### config.mk
export PLATFORM = sky130hd
export DESIGN_NAME = irq_port_ctrl
export DESIGN_NICKNAME = d
export VERILOG_FILES = /design/src/rtl/irq_agg_pkg.sv /design/src/rtl/irq_reg_decode.sv /design/src/rtl/irq_status_bank.sv /design/src/rtl/irq_mask_bank.sv /design/src/rtl/irq_out_reduce.sv /design/src/rtl/irq_port_ctrl.sv
export SDC_FILE = /design/constraint.sdc
export NUM_CORES = 1
export LEC_CHECK = 0
export ABC_AREA = 1
export CORE_MARGIN = 2
export CORE_UTILIZATION = 25
export DETAILED_ROUTE_END_ITERATION = 8
export PLACE_DENSITY_LB_ADDON = 0.12
export SKIP_CTS_REPAIR_TIMING = 1
export SLEW_MARGIN = 5
export SYNTH_ARGS = -nofsm -noshare
export SYNTH_HDL_FRONTEND = slang
export SYNTH_SLANG_ARGS = --single-unit
### constraint.sdc
create_clock -name clk -period 1.1 [get_ports clk]
set_input_delay 0.165 -clock clk [delete_from_list [all_inputs] [get_ports clk]]
set_output_delay 0.165 -clock clk [all_outputs]
set_load 0.05 [all_outputs]
### src/rtl/irq_agg_pkg.sv
package irq_agg_pkg;
    localparam int NUM_SRC = 32;
    localparam int NUM_LVL = 4;
    localparam int AW      = 12;

    localparam logic [AW-1:0] OFS_STAT = 12'h100;
    localparam logic [AW-1:0] OFS_MASK = 12'h104;
    localparam logic [AW-1:0] OFS_MSET = 12'h108;
    localparam logic [AW-1:0] OFS_MCLR = 12'h10C;

    typedef enum logic [2:0] {
        SEL_NONE,
        SEL_STAT,
        SEL_MASK,
        SEL_MSET,
        SEL_MCLR
    } reg_sel_t;

    typedef struct packed {
        logic               stat_w1c;
        logic               mask_set;
        logic               mask_clr;
        logic [NUM_SRC-1:0] data;
    } wr_op_t;

    function automatic reg_sel_t decode_addr(input logic [AW-1:0] a);
        case (a)
            OFS_STAT: decode_addr = SEL_STAT;
            OFS_MASK: decode_addr = SEL_MASK;
            OFS_MSET: decode_addr = SEL_MSET;
            OFS_MCLR: decode_addr = SEL_MCLR;
            default:  decode_addr = SEL_NONE;
        endcase
    endfunction
endpackage

### src/rtl/irq_reg_decode.sv
module irq_reg_decode
    import irq_agg_pkg::*;
(
    input  logic               wr_en,
    input  logic               rd_en,
    input  logic [AW-1:0]      addr,
    input  logic [NUM_SRC-1:0] wdata,
    input  logic [NUM_SRC-1:0] stat,
    input  logic [NUM_SRC-1:0] mask,
    output wr_op_t             op,
    output logic [NUM_SRC-1:0] rdata
);
    reg_sel_t sel;

    always_comb begin
        sel         = decode_addr(addr);
        op.stat_w1c = wr_en && (sel == SEL_STAT);
        op.mask_set = wr_en && (sel == SEL_MSET);
        op.mask_clr = wr_en && (sel == SEL_MCLR);
        op.data     = wdata;
    end

    always_comb begin
        rdata = '0;
        if (rd_en) begin
            case (sel)
                SEL_STAT: rdata = stat;
                SEL_MASK: rdata = mask;
                default:  rdata = '0;
            endcase
        end
    end
endmodule

### src/rtl/irq_status_bank.sv
module irq_status_bank
    import irq_agg_pkg::*;
#(
    parameter int N_SRC = NUM_SRC,
    parameter int N_LVL = NUM_LVL
) (
    input  logic               clk,
    input  logic               rst,
    input  logic [N_LVL-1:0]   lvl_in,
    input  logic [N_SRC-N_LVL-1:0] edge_in,
    input  logic               clr_en,
    input  logic [N_SRC-1:0]   clr_bits,
    output logic [N_SRC-1:0]   stat
);
    for (genvar i = 0; i < N_SRC; i++) begin : g_bit
        if (i < N_LVL) begin : g_lvl
            always_ff @(posedge clk) begin
                if (rst) stat[i] <= 1'b0;
                else     stat[i] <= lvl_in[i];
            end
        end else begin : g_edge
            always_ff @(posedge clk) begin
                if (rst)                      stat[i] <= 1'b0;
                else if (edge_in[i-N_LVL])    stat[i] <= 1'b1;
                else if (clr_en && clr_bits[i]) stat[i] <= 1'b0;
            end
        end
    end
endmodule

### src/rtl/irq_mask_bank.sv
module irq_mask_bank
    import irq_agg_pkg::*;
#(
    parameter int N_SRC = NUM_SRC
) (
    input  logic             clk,
    input  logic             rst,
    input  logic             set_en,
    input  logic             clr_en,
    input  logic [N_SRC-1:0] bits,
    output logic [N_SRC-1:0] mask
);
    always_ff @(posedge clk) begin
        if (rst)         mask <= '1;
        else if (set_en) mask <= mask | bits;
        else if (clr_en) mask <= mask & ~bits;
    end
endmodule

### src/rtl/irq_out_reduce.sv
module irq_out_reduce
    import irq_agg_pkg::*;
#(
    parameter int N_SRC = NUM_SRC
) (
    input  logic             clk,
    input  logic             rst,
    input  logic [N_SRC-1:0] stat,
    input  logic [N_SRC-1:0] mask,
    output logic             irq
);
    always_ff @(posedge clk) begin
        if (rst) irq <= 1'b0;
        else     irq <= |(stat & ~mask);
    end
endmodule

### src/rtl/irq_port_ctrl.sv
module irq_port_ctrl
    import irq_agg_pkg::*;
(
    input  logic                       clk,
    input  logic                       rst,
    input  logic [NUM_LVL-1:0]         intx_lvl,
    input  logic [NUM_SRC-NUM_LVL-1:0] evt_in,
    input  logic                       bus_wr_en,
    input  logic                       bus_rd_en,
    input  logic [AW-1:0]              bus_addr,
    input  logic [NUM_SRC-1:0]         bus_wdata,
    output logic [NUM_SRC-1:0]         bus_rdata,
    output logic                       irq_out
);
    wr_op_t             op;
    logic [NUM_SRC-1:0] stat_q;
    logic [NUM_SRC-1:0] mask_q;

    irq_reg_decode u_dec (
        .wr_en (bus_wr_en),
        .rd_en (bus_rd_en),
        .addr  (bus_addr),
        .wdata (bus_wdata),
        .stat  (stat_q),
        .mask  (mask_q),
        .op    (op),
        .rdata (bus_rdata)
    );

    irq_status_bank #(.N_SRC(NUM_SRC), .N_LVL(NUM_LVL)) u_stat (
        .clk      (clk),
        .rst      (rst),
        .lvl_in   (intx_lvl),
        .edge_in  (evt_in),
        .clr_en   (op.stat_w1c),
        .clr_bits (op.data),
        .stat     (stat_q)
    );

    irq_mask_bank #(.N_SRC(NUM_SRC)) u_mask (
        .clk    (clk),
        .rst    (rst),
        .set_en (op.mask_set),
        .clr_en (op.mask_clr),
        .bits   (op.data),
        .mask   (mask_q)
    );

    irq_out_reduce #(.N_SRC(NUM_SRC)) u_out (
        .clk  (clk),
        .rst  (rst),
        .stat (stat_q),
        .mask (mask_q),
        .irq  (irq_out)
    );
endmodule

==> impl_results.md, run 1 <==
- Status: complete, but fails checks
- Failing checks: negative setup slack
- Mapped Nets: 693
- Syn Area/Cell: 5.90 µm²
- CORE AREA: 14000 µm²
- Worst-path cell with the longest stage delay: a21oi_4
- Final Max Slew Viols: 0
- FP Rows: 43
- Startpoint types: input pin
- Overflow after GRT: 0
- Post-route minimum period: 1.62 ns
- Number of global-route vias before repair: 3990
- Global-route wire length before repair: 19900 µm
- Reg clk slew, reported paths: 0.05 ns
- Final WL: 13000 µm
- Adder-cell share of the synthesized area: 0
- Area of the multi-input gates: 2520 µm²
- Via/cell ratio: 4.43
- Total Power: approximately 5700 µW
- Worst Skew: 0.00346 ns
- Post-route cell area: 6730 µm²
- XOR/XNOR Fraction of Synth Area: 0
- CP cell instances: buf_6 -> inv_4 -> nor2_4 -> nand2_2 -> nor2_4 -> nand2_2 -> nor2_4 -> buf_6 -> buf_12 -> nand2_4 -> a21oi_4 -> buf_12
- Pre-CTS setup slack: -0.908 ns
- Slew margin rel.: 0.749
- DR pass1 iterations: 4
- Hpwl dp: 8280 µm
- Synth Warn #: 0
- CTS tree: built
- Hold worst-path end: u_stat.stat[12]
- Worst min-delay path class: in -> reg
- Synth area leaders: dfxtp_1, nand2_1, inv_1
- GR Util All Layers: 0.157
- Multiplexer area fraction after synthesis: 0
- Crit end category: output pin
- Fin nets: 823
- CP max stage delay: 0.18 ns
- ANT cells: 0
- CP Max Fanout: 8
- Routed length per instance: 14.1 µm
- DRT antenna net count: 0
- Total CTS buffers: 9
- Deepest clock path buffer count: 2
- Hold Crit Depth: 3
- Top-count cell post-synth: nand2_1
- Chip Height: 124 µm
- Mapped cell area: 3620 µm²
- IO Pins: 113
- Fin. Hold Viols: 0
- Post-route insts no fill: 924
- Post-synthesis sequential area ratio: 0.360
- Max Freq: a little over 600 MHz
- I/O Buffers: 112
- Final setup fails: 32
- Leakage: 0.00308 µW
- Clk_lat worst skew: 0.33 ns
- CP required: between 0.9 and 1 ns
- H-tree levels: 3
- Cell mode on critical path: nor2_4
- Placer congestion estimate: 0.761
- Register area: about 1300 µm²
- Final worst setup slack: -0.516 ns
- Complex-gate fraction of the synthesized area: 0.107
- Combinational family with the most area after synthesis: simple AND/OR/NAND/NOR gates
- Fill count: 1365
- Min-delay src: rst
- Synth unique cells: 19
- Post-synthesis instance total: 613
- Slew @ Worst Pin: 0.377 ns
- Synth Register Bits: 65
- Pin count of the biggest net entering global routing: 36
- Cell Area, Placed: ~6000 µm²
- Max VDD drop: 0.619 mV
- Area leader, netlist: dfxtp_1
- Worst r2r path cells: 6
- Share of cells above drive strength 1: 0.319
- Initial antenna violation count: 0
- Simple-Gate Fraction of Synth Area: 0.377
- Synth cell count leaders: nand2_1, inv_1, nor2_1
- DIE WIDTH: between 100 and 150 µm
- Capturing point of the worst reg2reg path: u_out.irq
- Period utilization: 1.47
- Post-synth EDFFs: 0
- RSZ-0062 raised after global routing: yes
- CP Data Arrival Time: 1.45 ns
- Dpl cells: 900
- Initial Util: 0.259
- Synth top area share: 0.360
- Final setup TNS: -15.77 ns
- Ys async rst share: 0
- CTS Sinks: 65
- FF-to-FF Start: u_stat.stat[2]
- Area Growth Syn to Fin: 86.0%
- 1st-iter DRT viols: between 200 and 300
- Post-synth top flop: dfxtp_1
- Drt drc: 0
- DR vias: 4093
- Setup Crit Path Kind: in -> out
- PwrDens: 843 nW/µm²
- Reg2Reg Setup Slack: roughly 0.080 ns
- Max-cap viol count: 0
- CTS root buffer: clkbuf_16
- Full die area: 15500 µm²
final cells by class:
class                      instances  area share
clock buffer                      10      0.0340
timing repair buffer             151       0.300
clock inverter                     2     0.00149
sequential                        65       0.198
tap                              180      0.0335
inverter                         103      0.0580
multi-input combinational        413       0.375
per-layer routing:
metal  global-route usage  routed length (µm)  vias to the layer above
li1                     -                   -                     2119
met1                0.200                5990                     1872
met2                0.255                6270                      100
met3               0.0606                 744                        2
met4               0.0297                  38                        0
met5                    0                   0                        -
cell families (layout without fill, tap and decap cells):
logic type,after synthesis,in the layout
buffers and inverters,135,266
AOI/OAI and AO/OA,77,77
DFF,65,65
and+or+nand+nor,336,336
cells in the final DEF (no fill, tap or decap):
cell	count
dlymetal6s2s_1	2
buf_2	1
clkdlybuf4s50_1	65
buf_4	14
nand3_2	1
nor2_2	2
dfxtp_1	42
buf_12	45
o21ai_1	6
clkbuf_1	1
inv_2	3
clkbuf_2	8
nor3_1	1
a21oi_1	29
nand2_1	148
dfxtp_4	1
inv_4	1
dfxtp_2	22
nand2_4	34
nand4_1	28
nor2_1	77
a21oi_4	32
nor2_4	8
o21ai_0	10
and2_4	1
clkinv_2	3
buf_6	8
clkbuf_16	17
nand2_2	34
inv_1	98
nand2_8	1
nand3_4	1
how the worst max path moves through the flow:
stage / startpoint / to / slack, ns / cells past startpoint
CTS: bus_addr[8] / bus_rdata[31] / -0.92 / 10
global route: bus_addr[8] / bus_rdata[31] / -0.60 / 12
global placement: bus_addr[8] / bus_rdata[31] / -0.91 / 10
detailed placement: bus_addr[8] / bus_rdata[31] / -0.91 / 10
floorplan: bus_rd_en / bus_rdata[10] / -0.34 / 3
finish: bus_addr[8] / bus_rdata[31] / -0.52 / 12
metrics by stage:
step            util  hold WS [ns]
2_1_floorplan      -         0.272
3_3_place_gp   0.418         0.448
3_5_place_dp   0.418         0.452
4_1_cts        0.435         0.263
5_1_grt        0.481         0.276
6_report       0.481         0.272
power by group:
| part | internal (µW) | switching [µW] | total (µW) |
|---|---|---|---|
| clock | 1460 | 970 | 2430 |
| sequential | 2440 | 85.8 | 2520 |
| combinational | 373 | 342 | 715 |
| total | 4270 | 1400 | 5670 |
critical path: cells and delay by family:
family	cells	cell delay, ns
simple gates	6	0.56
buf+inv	5	0.54
compound gates	1	0.18
Power figures use the tool's default switching activity.
==> run 2, diff against run 1 <==
REMOVE_ABC_BUFFERS = 1   (was unset)
==> run 2 against run 1 <==
  * Fmax fell by 6.2%
  * Flip-flop and latch count unchanged
  * Cell count up 0.87%
  * Setup slack got worse by 0.11 ns
  * Global-route usage down 0.40 points
  * The run still ends with negative setup slack left
  * Critical path depth stayed put
  * Critical endpoint is now bus_rdata[7]
  * Non-clock buffer count up 4
  * Combinational power fell by 5.2%
  * Largest power group is now the clock network
==> impl_results.md, run 2 (synthesized netlist as in run 1, its figures left out) <==
- Pre-CTS setup slack: -1.01 ns (was -0.908 ns)
- GR Util All Layers: 0.153 (was 0.157)
- Post-route minimum period: 1.72 ns (was 1.62 ns)
- Startpoint types: input pin (unchanged)
- Max VDD drop: 0.612 mV (was 0.619 mV)
- Placer congestion estimate: 0.771 (was 0.761)
- Period utilization: 1.57 (was 1.47)
- FP Rows: 43 (unchanged)
- Final Max Slew Viols: 0 (unchanged)
- Worst Skew: 0.00599 ns (was 0.00346 ns)
- CP Data Arrival Time: 1.56 ns (was 1.45 ns)
- Slew @ Worst Pin: 0.383 ns (was 0.377 ns)
- IO Pins: 113 (unchanged)
- Pin count of the biggest net entering global routing: 34 (was 36)
- Register area: 1330 µm² (about the same)
- 1st-iter DRT viols: 252 (was 274)
- Worst-path cell with the longest stage delay: a21oi_2 (was a21oi_4)
- Initial antenna violation count: 0 (unchanged)
- DIE WIDTH: 124 µm (unchanged)
- ANT cells: 0 (unchanged)
- Hpwl dp: 7980 µm (was 8280 µm)
- Final setup fails: 64 (was 32)
- Setup Crit Path Kind: in -> out (unchanged)
- CTS tree: built (unchanged)
- CP Max Fanout: 5 (was 8)
- CTS Sinks: 65 (unchanged)
- Status: complete, but fails checks (unchanged)
- Crit end category: output pin (unchanged)
- PwrDens: 950 nW/µm² (was 843 nW/µm²)
- CP cell instances: buf_6 -> nor2_2 -> nand2_2 -> nor2_4 -> nand2_2 -> nor2_4 -> buf_12 -> clkbuf_16 -> nand2_4 -> a21oi_2 -> buf_4 -> buf_12 (was buf_6 -> inv_4 -> nor2_4 -> nand2_2 -> nor2_4 -> nand2_2 -> nor2_4 -> buf_6 -> buf_12 -> nand2_4 -> a21oi_4 -> buf_12)
- Total Power: 6080 µW (was 5670 µW)
- H-tree levels: 3 (unchanged)
- CORE AREA: 14000 µm² (unchanged)
- Failing checks: negative setup slack (unchanged)
- Deepest clock path buffer count: 2 (unchanged)
- CP delay by family, top: buffers and inverters (was simple AND/OR/NAND/NOR gates)
- DRT antenna net count: 0 (unchanged)
- Worst r2r path cells: 7 (was 6)
- Area Growth Syn to Fin: 77.0% (was 86.0%)
- Drt drc: 0 (unchanged)
- Full die area: 15500 µm² (unchanged)
- CP required: 0.94 ns (about the same)
- Reg clk slew, reported paths: 0.06 ns (was 0.05 ns)
- Chip Height: 124 µm (unchanged)
- Initial Util: 0.259 (unchanged)
- Clk_lat worst skew: 0.32 ns (was 0.33 ns)
- Leakage: 0.00292 µW (was 0.00308 µW)
- Most common cell after layout, fill and taps aside: nand2_1 (unchanged)
- Hold Crit Depth: 2 (was 3)
- Number of global-route vias before repair: 3969 (was 3990)
- Worst min-delay path class: in -> reg (unchanged)
- Global-route wire length before repair: 19300 µm (was 19900 µm)
- Slew margin rel.: 0.745 (was 0.749)
- Final setup TNS: -23.82 ns (was -15.77 ns)
- Fin. Hold Viols: 0 (unchanged)
- Final worst setup slack: -0.624 ns (was -0.516 ns)
- Via/cell ratio: 4.50 (was 4.43)
- Max-cap viol count: 0 (unchanged)
- Fill count: 1411 (was 1365)
- RSZ-0062 raised after global routing: yes (unchanged)
- Final WL: 13300 µm (was 13000 µm)
- Most frequent cells in the layout: nand2_1, inv_1, nor2_1 (unchanged)
- CP max stage delay: 0.16 ns (was 0.18 ns)
- CTS root buffer: clkbuf_16 (unchanged)
- DR pass1 iterations: 5 (was 4)
- Overflow after GRT: 0 (unchanged)
- Worst Path Buf+Inv: 5 (unchanged)
- Final Util: 0.458 (was 0.481)
- Crit path depth: 12 (unchanged)
- Area of the multi-input gates: 2120 µm² (was 2520 µm²)
- DR vias: 4193 (was 4093)
- Fin nets: 827 (was 823)
- Routed length per instance: 14.2 µm (was 14.1 µm)
- I/O Buffers: 112 (unchanged)
- Max Freq: 580 MHz (was 619 MHz)
- Share of cells above drive strength 1: 0.269 (was 0.319)
- Total CTS buffers: 9 (unchanged)
-- run 2: cell count changes in the layout (fill, tap and decap cells not counted), moves of 7 or more --
cell     change
nand2_1     +37
a21oi_4     -23
a21oi_2     +21
nand2_4     -21
nand2_2     -16
dfxtp_2      -9
buf_4        +7
dfxtp_1      +7
-- run 2: layer usage --
| layer | vias to the layer above | track usage | wire length, µm | part of all wire |
|---|---|---|---|---|
| li1 | 2125 | - | - | - |
| met1 | 1940 | 0.196 | 6230 | 0.47 |
| met2 | 119 | 0.260 | 6300 | 0.47 |
| met3 | 9 | 0.0322 | 618 | 0.047 |
| met4 | 0 | 0.0436 | 118 | 0.0089 |
| met5 | - | 0 | 0 | 0 |
-- run 2: worst paths after layout --
path	slack, ns	end	startpoint
setup / recovery	-0.62	bus_rdata[7]	bus_addr[10]
hold / removal	0.09	u_stat.stat[17]	rst
setup reg to reg	0.08	u_out.irq	flop
hold reg to reg	0.45	flop	flop
-- run 2: metrics by stage --
| step | area, µm² | hold WS [ns] | std cells |
|---|---|---|---|
| 2_1_floorplan | 3440 | 0.234 | 581 |
| 3_3_place_gp | 5410 | 0.425 | 901 |
| 3_5_place_dp | 5410 | 0.436 | 901 |
| 4_1_cts | 5710 | 0.0880 | 917 |
| 5_1_grt | 6400 | 0.0931 | 932 |
| 6_report | 6400 | 0.0917 | 932 |
-- run 2: area by class of cell --
| class | instances | share of cell area |
|---|---|---|
| clock buffers | 10 | 0.0373 |
| clock inverters | 6 | 0.0106 |
| inverters | 103 | 0.0604 |
| multi-input cells | 413 | 0.332 |
| flip-flops and latches | 65 | 0.208 |
| well taps | 180 | 0.0352 |
| repair buffers | 155 | 0.317 |
-- run 2: power by group --
group / switching, µW / leakage, µW / internal, µW
Sequential: 58.4 / 0.000528 / 2430
Clock: 1100 / 0.000145 / 1820
Combinational: 318 / 0.00225 / 359
==> run 3, diff against run 2 <==
CORE_ASPECT_RATIO = 0.7   (was unset)
REMOVE_ABC_BUFFERS = unset   (was 1)
==> run 3 against run 2 <==
  * The flow still finishes with violations (negative setup slack)
  * Combinational power up 11%
  * Critical path depth unchanged
  * Clock skew down 0.0013 ns
  * Flip-flop and latch count unchanged
  * Clock power up 1%
  * Fmax up 4.0%
  * Cell area up 6.5%
  * Critical endpoint is now bus_rdata[0]
==> impl_results.md, run 3 (synthesized netlist as in run 1, its figures left out) <==
- Slew margin rel.: 0.723 (was 0.745)
- Startpoint types: input pin (unchanged)
- Max VDD drop: 0.678 mV (was 0.612 mV)
- CTS root buffer: clkbuf_16 (unchanged)
- Overflow after GRT: 0 (unchanged)
- Failing checks: negative setup slack (unchanged)
- Max Freq: 604 MHz (was 580 MHz)
- Number of global-route vias before repair: 3949 (was 3969)
- DR pass1 iterations: 4 (was 5)
- Fill count: 1346 (was 1411)
- Met2 Use GR: 0.249 (was 0.260)
- IO Pins: 113 (unchanged)
- DRT antenna net count: 0 (unchanged)
- CP max stage delay: 0.20 ns (was 0.16 ns)
- CTS tree: built (unchanged)
- Final WL: 13900 µm (was 13300 µm)
- Worst Skew: 0.00471 ns (was 0.00599 ns)
- CP cell instances: buf_8 -> inv_4 -> nor2_4 -> nand2_2 -> nor2_4 -> nand2_2 -> nor2_4 -> buf_12 -> buf_12 -> nand2_4 -> a21oi_4 -> buf_12 (was buf_6 -> nor2_2 -> nand2_2 -> nor2_4 -> nand2_2 -> nor2_4 -> buf_12 -> clkbuf_16 -> nand2_4 -> a21oi_2 -> buf_4 -> buf_12)
- Fin nets: 829 (was 827)
- Initial antenna violation count: 1 (was 0)
- Hold_ws: 0.278 ns (was 0.0917 ns)
- CP Max Fanout: 7 (was 5)
- DIE WIDTH: 148 µm (was 124 µm)
- Routed length per instance: 14.7 µm (was 14.2 µm)
- Reg clk slew, reported paths: 0.06 ns (about the same)
- Final setup TNS: -17.71 ns (was -23.82 ns)
- PwrDens: 914 nW/µm² (was 950 nW/µm²)
- Post-route insts no fill: 945 (was 932)
- FP Rows: 36 (was 43)
- Busiest grt layer: met2 (unchanged)
- GR Util All Layers: 0.166 (was 0.153)
- Most frequent cells in the layout: nand2_1, inv_1, nor2_1 (unchanged)
- I/O Buffers: 112 (unchanged)
- Final Util: 0.487 (was 0.458)
- Area Growth Syn to Fin: 88.5% (was 77.0%)
- Global-route wire length before repair: 20300 µm (was 19300 µm)
- Chip Height: 105 µm (was 124 µm)
- Met1 Usage GRT: 0.233 (was 0.196)
- Via/cell ratio: 4.38 (was 4.50)
- DR vias: 4138 (was 4193)
- Share of cells above drive strength 1: 0.305 (was 0.269)
- Fin. Hold Viols: 0 (unchanged)
- Placer congestion estimate: 0.778 (was 0.771)
- Final worst setup slack: -0.557 ns (was -0.624 ns)
- Initial Util: 0.258 (was 0.259)
- Met3 usage: 0.0485 (was 0.0322)
- Most common cell after layout, fill and taps aside: nand2_1 (unchanged)
- CORE AREA: 14000 µm² (about the same)
- CTS Sinks: 65 (unchanged)
- Drt drc: 0 (unchanged)
- Leakage: 0.00309 µW (was 0.00292 µW)
- Deepest clock path buffer count: 2 (unchanged)
- Pin count of the biggest net entering global routing: 37 (was 34)
- Clk_lat worst skew: 0.33 ns (was 0.32 ns)
- 1st-iter DRT viols: 178 (was 252)
- Total Power: 6230 µW (was 6080 µW)
- Final setup fails: 64 (unchanged)
- Post-route minimum period: 1.66 ns (was 1.72 ns)
- Period utilization: 1.51 (was 1.57)
- CP required: 0.94 ns (about the same)
- H-tree levels: 3 (unchanged)
- Final Max Slew Viols: 0 (unchanged)
- Total CTS buffers: 9 (unchanged)
- Max-cap viol count: 0 (unchanged)
- Worst min-delay path class: in -> reg (unchanged)
- Dpl cells: 911 (was 901)
- Hpwl dp: 8780 µm (was 7980 µm)
- Status: complete, but fails checks (unchanged)
- CP Data Arrival Time: 1.49 ns (was 1.56 ns)
- Slew @ Worst Pin: 0.416 ns (was 0.383 ns)
- Crit end category: output pin (unchanged)
- Worst-path cell with the longest stage delay: a21oi_4 (was a21oi_2)
- RSZ-0062 raised after global routing: yes (unchanged)
- Setup Crit Path Kind: in -> out (unchanged)
- Full die area: 15500 µm² (about the same)
-- run 3: cell count changes in the layout (fill, tap and decap cells not counted), sizes merged --
cell / change
diode: +1
clkinv: -1
dlymetal6s2s: -1
clkbuf: +3
clkinvlp: +1
-- run 3: where the power goes --
| part | total, µW | switching, µW | internal, µW | leakage [µW] |
|---|---|---|---|---|
| Clock | 2960 | 1140 | 1820 | 0.000141 |
| Combinational | 755 | 360 | 395 | 0.00241 |
| Sequential | 2510 | 77.1 | 2440 | 0.000533 |
-- run 3: path summary, 6_finish.rpt --
check         startpoint               to  slack (ns)  cells after the start
max          bus_addr[8]     bus_rdata[0]       -0.56                     12
min                  rst  u_stat.stat[31]        0.28                      3
max reg2reg         flop        u_out.irq           0                      5
min reg2reg         flop             flop        0.46                      2
-- run 3: per-layer routing --
layer / vias to the layer above / part of all wire
met1: 1863 / 0.49
met5: - / 0
li1: 2135 / -
met4: 0 / 0.0096
met2: 128 / 0.43
met3: 12 / 0.075
-- run 3: through the flow --
step / area [µm²] / setup WS (ns)
after floorplan: 4050 / -0.336
after global placement: 5860 / -0.919
after detailed placement: 5860 / -0.932
after CTS: 6170 / -0.934
after global routing: 6820 / -0.640
final: 6820 / -0.557
-- run 3: layout make-up --
type	count	area, µm²	area share
timing repair buffer	157	2100	0.307
multi-input combinational	413	2480	0.364
clock buffer	10	239	0.0350
tap	190	238	0.0349
inverter	103	390	0.0572
sequential	65	1310	0.192
clock inverter	6	66.3	0.00972
antenna	1	2.50	0.000367
-- run 3: critical path: cells and delay by family --
| kind | cells | cell delay, ns |
|---|---|---|
| AO/OA/AOI/OAI | 1 | 0.20 |
| AND/OR/NAND/NOR | 6 | 0.58 |
| buffers and inverters | 5 | 0.55 |
